**src/rtl/dac_regbank_pkg.sv**
```systemverilog
package dac_regbank_pkg;
    localparam int VOL_W  = 8;
    localparam int DE_W   = 3;
    localparam int MIX_W  = 2;
    localparam int DATA_W = 16;
    localparam int ADDR_W = 8;

    localparam int VOL_LSB = 0;
    localparam int DE_LSB  = 8;
    localparam int MIX_LSB = 12;

    localparam logic [DE_W-1:0] DE_MAX_CODE = 3'd4;

    typedef struct packed {
        logic [MIX_W-1:0] mix;
        logic [DE_W-1:0]  de;
        logic [VOL_W-1:0] vol;
    } chan_t;

    function automatic logic [DE_W-1:0] de_decode(input logic [DE_W-1:0] code);
        return (code > DE_MAX_CODE) ? '0 : code;
    endfunction

    function automatic logic [DATA_W-1:0] pack_word(input chan_t c);
        logic [DATA_W-1:0] w;
        w = '0;
        w[VOL_LSB +: VOL_W] = c.vol;
        w[DE_LSB  +: DE_W]  = c.de;
        w[MIX_LSB +: MIX_W] = c.mix;
        return w;
    endfunction
endpackage

```
**src/rtl/dac_wr_decode.sv**
```systemverilog
module dac_wr_decode
    import dac_regbank_pkg::*;
#(
    parameter int NCH = 6,
    parameter logic [ADDR_W-1:0] SEL_ADDR    = 8'h10,
    parameter logic [ADDR_W-1:0] SHARED_ADDR = 8'h11,
    parameter logic [ADDR_W-1:0] CHAN_ADDR   = 8'h12
) (
    input  logic              clk,
    input  logic              rst_n,
    input  logic              wr_en,
    input  logic [ADDR_W-1:0] wr_addr,
    input  logic [NCH-1:0]    wr_mask,
    output logic [NCH-1:0]    mask_q,
    output logic [NCH-1:0]    full_we,
    output logic [NCH-1:0]    shared_we
);
    logic [NCH-1:0] mask_d;
    logic           hit_sel, hit_shared, hit_chan;

    assign hit_sel    = wr_en && (wr_addr == SEL_ADDR);
    assign hit_shared = wr_en && (wr_addr == SHARED_ADDR);
    assign hit_chan   = wr_en && (wr_addr == CHAN_ADDR);

    always_comb begin
        mask_d = mask_q;
        if (hit_sel) mask_d = wr_mask;
    end

    always_ff @(posedge clk or negedge rst_n) begin
        if (!rst_n) mask_q <= '0;
        else        mask_q <= mask_d;
    end

    assign full_we = hit_chan ? mask_q : '0;

    for (genvar k = 0; k < NCH; k++) begin : g_shared
        if (k % 2 == 1) begin : g_even_chan
            assign shared_we[k] = hit_shared;
        end else begin : g_odd_chan
            assign shared_we[k] = 1'b0;
        end
    end

    // with an empty mask no channel receives a full write
    a_r4_empty_mask: assert property (@(posedge clk) disable iff (!rst_n)
        (mask_q == '0) |-> (full_we == '0));
    // a mask write is held from the next cycle
    a_r2_mask_load: assert property (@(posedge clk) disable iff (!rst_n)
        hit_sel |=> (mask_q == $past(wr_mask)));
endmodule

```
**src/rtl/dac_chan_reg.sv**
```systemverilog
module dac_chan_reg
    import dac_regbank_pkg::*;
(
    input  logic  clk,
    input  logic  rst_n,
    input  logic  full_we,
    input  logic  shared_we,
    input  chan_t wr_val,
    output chan_t chan_q
);
    chan_t chan_d;

    always_comb begin
        chan_d = chan_q;
        if (full_we)        chan_d = wr_val;
        else if (shared_we) chan_d.vol = wr_val.vol;
    end

    always_ff @(posedge clk or negedge rst_n) begin
        if (!rst_n) chan_q <= '0;
        else        chan_q <= chan_d;
    end

    // a selected channel takes the whole written word
    a_r3_full_load: assert property (@(posedge clk) disable iff (!rst_n)
        full_we |=> (chan_q == $past(wr_val)));
    // a shared write keeps de-emphasis and mix
    a_r6_shared_keeps: assert property (@(posedge clk) disable iff (!rst_n)
        (shared_we && !full_we) |=> ($stable(chan_q.de) && $stable(chan_q.mix)));
    // with no strobe the channel holds
    a_r4_hold: assert property (@(posedge clk) disable iff (!rst_n)
        (!full_we && !shared_we) |=> $stable(chan_q));
endmodule

```
**src/rtl/dac_chan_regbank.sv**
```systemverilog
module dac_chan_regbank
    import dac_regbank_pkg::*;
#(
    parameter int NCH = 6,
    parameter logic [ADDR_W-1:0] SEL_ADDR    = 8'h10,
    parameter logic [ADDR_W-1:0] SHARED_ADDR = 8'h11,
    parameter logic [ADDR_W-1:0] CHAN_ADDR   = 8'h12,
    parameter logic [ADDR_W-1:0] RD_BASE     = 8'h20
) (
    input  logic                   clk,
    input  logic                   rst_n,
    input  logic                   wr_en,
    input  logic [ADDR_W-1:0]      wr_addr,
    input  logic [DATA_W-1:0]      wr_data,
    input  logic [ADDR_W-1:0]      rd_addr,
    output logic [DATA_W-1:0]      rd_data,
    output logic [NCH*VOL_W-1:0]   vol_o,
    output logic [NCH*DE_W-1:0]    deemph_o,
    output logic [NCH*MIX_W-1:0]   mix_o
);
    logic [NCH-1:0] mask_q, full_we, shared_we;
    chan_t          wr_val;
    chan_t          chans [NCH];
    logic           unused_wr_bits;

    assign wr_val.vol = wr_data[VOL_LSB +: VOL_W];
    assign wr_val.de  = wr_data[DE_LSB  +: DE_W];
    assign wr_val.mix = wr_data[MIX_LSB +: MIX_W];
    assign unused_wr_bits = ^{wr_data[DATA_W-1:MIX_LSB+MIX_W], wr_data[MIX_LSB-1:DE_LSB+DE_W]};

    dac_wr_decode #(
        .NCH(NCH), .SEL_ADDR(SEL_ADDR), .SHARED_ADDR(SHARED_ADDR), .CHAN_ADDR(CHAN_ADDR)
    ) u_dec (
        .clk(clk), .rst_n(rst_n), .wr_en(wr_en), .wr_addr(wr_addr),
        .wr_mask(wr_data[NCH-1:0]), .mask_q(mask_q),
        .full_we(full_we), .shared_we(shared_we)
    );

    for (genvar k = 0; k < NCH; k++) begin : g_chan
        dac_chan_reg u_reg (
            .clk(clk), .rst_n(rst_n),
            .full_we(full_we[k]), .shared_we(shared_we[k]),
            .wr_val(wr_val), .chan_q(chans[k])
        );
        assign vol_o[k*VOL_W +: VOL_W]    = chans[k].vol;
        assign deemph_o[k*DE_W +: DE_W]   = de_decode(chans[k].de);
        assign mix_o[k*MIX_W +: MIX_W]    = chans[k].mix;

        // decoded de-emphasis never shows an unused code
        a_r7_deemph_range: assert property (@(posedge clk) disable iff (!rst_n)
            deemph_o[k*DE_W +: DE_W] <= DE_MAX_CODE);
    end

    always_comb begin
        rd_data = '0;
        if (rd_addr == SEL_ADDR) rd_data[NCH-1:0] = mask_q;
        for (int k = 0; k < NCH; k++) begin
            if (rd_addr == ADDR_W'(RD_BASE + k)) rd_data = pack_word(chans[k]);
        end
    end

    // reserved readback bits stay zero
    a_r8_reserved_zero: assert property (@(posedge clk) disable iff (!rst_n)
        (rd_data[DATA_W-1:MIX_LSB+MIX_W] == '0) && (rd_data[MIX_LSB-1:DE_LSB+DE_W] == '0));
endmodule

```
**config.mk**
```make
export PLATFORM = sky130hd
export DESIGN_NAME = dac_chan_regbank
export DESIGN_NICKNAME = d
export VERILOG_FILES = /design/src/rtl/dac_regbank_pkg.sv /design/src/rtl/dac_wr_decode.sv /design/src/rtl/dac_chan_reg.sv /design/src/rtl/dac_chan_regbank.sv
export SDC_FILE = /design/constraint.sdc
export NUM_CORES = 1
export LEC_CHECK = 0
export BUFFER_PORTS_ARGS = -buffer_cell sky130_fd_sc_hd__buf_2
export CAP_MARGIN = 20
export CORE_ASPECT_RATIO = 0.9
export CORE_UTILIZATION = 40
export DETAILED_ROUTE_END_ITERATION = 7
export SYNTH_ARGS = -nofsm -noshare
export SYNTH_HDL_FRONTEND = slang
export SYNTH_HIERARCHICAL = 1
export SYNTH_SLANG_ARGS = --single-unit
```
**constraint.sdc**
```tcl
create_clock -name clk -period 3.85 [get_ports clk]
set_clock_uncertainty 0.15 [all_clocks]
set_input_delay 0.77 -clock clk [delete_from_list [all_inputs] [get_ports clk]]
set_output_delay 0.77 -clock clk [all_outputs]
set_load 0.02 [all_outputs]
```
Yosys cells after proc, flatten, opt, wreduce, memory -nomap -nowiden
Index checks and enable logic that the tools add are counted.

storage, ports and cells
  bits in registers = 84
  output and inout bits = 94

operators by class
  order comparisons = 6
  eq/ne operators = 10
  mux-type cells = 18
  reductions and logical operators = 6

operators with widths
  operator              number
  $mux W16              5
  $eq A8 B6 Y1 const B  6
  $eq A8 B5 Y1 const B  4
  $mux W8               4
  $gt A3 B3 Y1 const B  6
  $mux W3               6
  $mux W14              1
  $mux W6               2
  $reduce_bool A2 Y1    3
  $logic_and A1 B1 Y1   3

Logic depth before layout (Yosys ltp)
  word-level depth = 8
  depth in mapped cells = 7
  mapped depth without buffers = 5

By module
The synthesis kept the hierarchy.

by module, submodules not included
  module            times used  cells an instance  area an instance (um^2)
  dac_chan_reg      6           28                 503.0
  dac_chan_regbank  1           136                969.7
  dac_wr_decode     1           33                 379.1

Least setup slack after synthesis
Ideal clock, no wire load.

  path type = input to output
  start = in rd_addr[3]
  end = out rd_data[2]
  arrival time = 2,366 ps
  data required time = 2,930 ps
  path slack = 564 ps
  cell stages on the path = 6
  buffers on the path = 1
  cell sequence = or4_1 > buf_4 > nor4_4 > a22o_1 > a21oi_1 > a21oi_1

between the ends
  cells in the longest elaborated chain, start to end = 8
  elaborated cells on any way between the ends = 14

ends and longest elaborated chain
  element                line                    text
  start: declaration     dac_chan_regbank.sv:15  input logic [ADDR_W-1:0] rd_addr,
  $eq A8 B5 Y1           dac_chan_regbank.sv:56  if (rd_addr == SEL_ADDR) rd_data[NCH-1:0] = mask_q;
  $mux W6                dac_chan_regbank.sv:56
  $mux W14               dac_chan_regbank.sv:58  if (rd_addr == ADDR_W'(RD_BASE + k)) rd_data = pack_word(chans[k]);
  $mux W16 (4 in a row)  dac_chan_regbank.sv:58
  $mux W16 (*)           dac_chan_regbank.sv:58
  end: declaration       dac_chan_regbank.sv:16  output logic [DATA_W-1:0] rd_data,

Every way passes the cells marked *; elsewhere a longest branch is shown, timed or not.

Worst setup path in the final report
  start = in rd_addr[3]
  end = out rd_data[0]

Same word-level chain as after synthesis.

==> results.rst <==
.. list-table::
   :header-rows: 1

   * - Metric
     - Value
   * - Total setup violations reported at the end of the flow
     - 0
   * - Startpoint of the most critical setup path
     - rd_addr[3]
   * - Average size of a mapped cell
     - 13.0 sq um
   * - Remaining antenna violation count
     - 0
   * - Skew-Pair Late Insertion Delay
     - approximately 0.33 ns
   * - VDD IR max
     - around 0.27 mV
   * - Post-synthesis share of cell area spent on full adders, half adders and majority gates
     - 0%
   * - Deepest clock path buffer count
     - 2
   * - Floorplan row count
     - 35
   * - Antenna diode instance count
     - 0
   * - Mux share of post-synthesis cell area
     - ~28%
   * - Drt wl/cell
     - between 15 and 20 microns
   * - Router iterations before antenna repair
     - 8
   * - Die outline area
     - 0.0113 sq mm
   * - Total detailed-routing wirelength
     - approximately 11 mm
   * - Leakage power
     - around 2.7 nW
   * - Slew HR
     - about half
   * - Vias in the first global route
     - around 3100
   * - Largest incremental delay on the critical path
     - 0.62 ns
   * - Area Overhead vs Synth
     - 23.5%
   * - Placed inst area
     - slightly above 0.005 sq mm
   * - Synthesized-area fraction occupied by ao, oa, aoi and oai cells
     - roughly 5.3%
   * - Worst setup margin
     - between 0.2 and 0.3 ns
   * - FF-to-FF Start
     - u_dec/mask_q[4]
   * - Number of warnings reported in the yosys synthesis log
     - 6
   * - Time the worst path needs with I/O delays and setup
     - between 3 and 4 ns
   * - Total global-route track usage
     - 21.1%
   * - P per Cell Area
     - 397 mW/mm^2
   * - Half-perimeter wire length after placement
     - 8.26 mm
   * - Std-Cell Core Area
     - approximately 0.010 sq mm
   * - Run status
     - complete, but fails checks
   * - Max Slew Vio Count
     - 0
   * - Cell occurring most often along the worst timing path
     - sky130_fd_sc_hd__buf_2
   * - Initial antenna violation count
     - 0
   * - Via density per instance
     - 5.33
   * - Root buf cell
     - sky130_fd_sc_hd__clkbuf_16
   * - Crit path arrival time
     - 2.66 ns
   * - Period Utilization, post-route
     - between 90% and 100%
   * - Total instance count after detailed placement
     - roughly 580
   * - Fin area
     - 0.00539 sq mm
   * - Synthesis-stage register bit count
     - 84
   * - Final core utilization
     - approximately 52%
   * - Final-layout setup total negative slack
     - 0 ns
   * - Count of cell types in the netlist
     - 37
   * - Crit-path slowest cell
     - sky130_fd_sc_hd__or4_4
   * - Setup repair after global routing missed its margin
     - no
   * - Starting Density
     - between 40% and 50%
   * - Die Wd
     - about 110 microns
   * - Placer Congestion
     - 0.864
   * - Path class of the lowest-slack min-delay path
     - in2async
   * - Violated checks
     - DRC
   * - Maximum level of the CTS H-tree
     - 3
   * - Combinational family with the most area after synthesis
     - multiplexers
   * - Wire length of the first global-routing pass
     - around 18 mm
   * - CTS buffer count
     - 9
   * - Maximum capacitance violations
     - 0
   * - Share of the yosys chip area belonging to registers
     - a little under 50%
   * - Post-route insts no fill
     - between 500 and 600
   * - Setup Crit Path Kind
     - in2out
   * - I/O Buffers
     - around 120
   * - Crit path capture type
     - primary output
   * - Highest clock frequency the design can meet
     - between 200 and 300 MHz
   * - Post-synthesis instance area
     - 0.00437 sq mm
   * - Element type at the critical path start
     - input pin
   * - Total congestion overflow after global routing
     - 0
   * - Clock-pin slew reported for the worst setup and hold paths after clock tree synthesis
     - approximately 0.06 ns
   * - Number of nets in the layout
     - about 500
   * - Number of cells produced by synthesis
     - approximately 340
   * - Overall via count from detail_route
     - between 3000 and 4000
   * - Setup slack at placement
     - 0.132 ns
   * - Largest fanout on the critical path
     - 9
   * - Synthesized-area fraction occupied by xor and xnor cells
     - 0%
   * - Synthesized-area fraction occupied by and/or/nand/nor cells
     - around 15%
   * - Number of DRC violations after detailed-routing iteration 0
     - 93
   * - Commonest non-fill, non-tap cell in the layout
     - sky130_fd_sc_hd__buf_2
   * - Floorplan die height
     - just over 100 microns
   * - Clock Sinks
     - 84
   * - Endpoints failing hold
     - 0
   * - Crit path cell chain
     - buf_2 > or4_4 > nor4_4 > a221oi_1 > a311oi_1 > a311o_2 > buf_2
   * - TritonCTS clock tree
     - built
   * - Required time at the endpoint of the critical path
     - slightly below 3 ns
   * - Most frequent cells in the layout
     - sky130_fd_sc_hd__buf_2, sky130_fd_sc_hd__mux2_2, sky130_fd_sc_hd__dfrtp_1
   * - Post-route DRC violation count
     - 5
   * - Number of primary I/O pins
     - ~130
   * - Fraction of final layout cells sized beyond drive strength 1
     - a little under three fifths
   * - Pin count of the biggest net entering global routing
     - 85
   * - Tightest Pin Transition
     - ~0.74 ns
-- cell families (layout without fill, tap and decap cells) --
group	after synthesis	count (layout)
other	2	6
multiplexers	101	101
AND/OR/NAND/NOR	91	91
buffers and inverters	26	148
AO/OA/AOI/OAI	33	33
flip-flops	84	84
-- worst max-delay path: cells and delay by family --
family,cells,cell delay (ns)
buffers and inverters,2,0.25
and+or+nand+nor,2,0.97
AOI/OAI and AO/OA,3,0.68
-- metrics by stage --
step                      hold slack (ns)  power, mW
final                               0.172       2.14
after global routing                0.179       2.24
after CTS                           0.378       2.16
after detailed placement            0.361       1.23
after global placement              0.352       1.22
after floorplan                     0.324       1.12
-- worst paths after layout --
kind	endpoint	slack, ns	cells past startpoint
worst max-delay path	rd_data[0]	0.27	7
worst min-delay path	g_chan[4].u_reg/chan_q[11]	0.17	1
worst max register to register	g_chan[4].u_reg/chan_q[0]	2.21	3
worst min register to register	g_chan[0].u_reg/chan_q[5]	0.38	1
max in group asynchronous	g_chan[3].u_reg/chan_q[3]	2.76	2
min in group clk	g_chan[0].u_reg/chan_q[5]	0.38	1
-- report_power, final --
part	switching, mW	total (mW)	internal [mW]
clock	0.356	0.927	0.571
sequential	0.0339	0.958	0.924
combinational	0.155	0.257	0.102
-- what timing repair did --
item,4_1_cts,5_1_grt
gates resized for setup,0,1
setup endpoints to repair,0,2
hold buffers,0,0
hold endpoints to repair,0,0
setup buffers,0,0
-- cell usage after synthesis --
cell	number	share of area, %
sky130_fd_sc_hd__nor2_8	6	2.8
sky130_fd_sc_hd__nor3_1	15	1.7
sky130_fd_sc_hd__a311o_2	4	1.0
sky130_fd_sc_hd__conb_1	2	0.17
sky130_fd_sc_hd__or4b_4	1	0.32
sky130_fd_sc_hd__nor3_2	1	0.23
sky130_fd_sc_hd__nand4b_1	1	0.20
sky130_fd_sc_hd__nand2_1	14	1.2
sky130_fd_sc_hd__mux2i_1	9	2.1
sky130_fd_sc_hd__or2_2	1	0.14
sky130_fd_sc_hd__a22o_1	1	0.20
sky130_fd_sc_hd__buf_1	3	0.26
sky130_fd_sc_hd__nor3b_1	6	1.0
sky130_fd_sc_hd__dfrtp_1	84	48
sky130_fd_sc_hd__mux4_2	7	3.6
sky130_fd_sc_hd__a22oi_1	1	0.17
sky130_fd_sc_hd__o21ai_0	11	1.3
sky130_fd_sc_hd__buf_6	6	1.5
sky130_fd_sc_hd__buf_4	10	1.7
sky130_fd_sc_hd__and2_1	7	1.0
sky130_fd_sc_hd__nor2_1	8	0.69
sky130_fd_sc_hd__or3b_2	2	0.40
sky130_fd_sc_hd__nor4_1	2	0.29
sky130_fd_sc_hd__nor4_4	2	0.97
sky130_fd_sc_hd__nor2_2	1	0.14
sky130_fd_sc_hd__nor2b_1	16	2.3
sky130_fd_sc_hd__a311oi_1	4	0.80
sky130_fd_sc_hd__or4_1	1	0.17
sky130_fd_sc_hd__a21oi_1	7	0.80
sky130_fd_sc_hd__buf_2	3	0.34
sky130_fd_sc_hd__a221oi_1	4	0.80
sky130_fd_sc_hd__clkbuf_1	3	0.26
sky130_fd_sc_hd__nand2b_1	6	0.86
sky130_fd_sc_hd__o32a_1	1	0.23
sky130_fd_sc_hd__mux2_2	85	22
sky130_fd_sc_hd__nand3b_1	1	0.17
sky130_fd_sc_hd__inv_1	1	0.086
-- final cells by class --
class                   count  area [sq um]
multi-input cells         231          2100
clock buffers               9           225
repair buffers            131           701
flip-flops and latches     84          2100
well taps                 129           161
clock inverters             7          98.8
fillers                   949          5030
inverters                   1          3.75
-- state kept, by name, indices dropped and copies added (netlist names) --
signal and flops:
g_chan.u_reg/chan_q 78, u_dec/mask_q 6
-- per-layer routing --
metal / track usage, % / wire (microns) / vias to the layer above
met5: 0 / 0 / -
met4: 5.44 / 106 / 0
met3: 5.77 / 690 / 7
met2: 33.5 / 5400 / 86
met1: 28.6 / 5150 / 1592
li1: - / - / 1470
(Power assumes the default switching activity.)
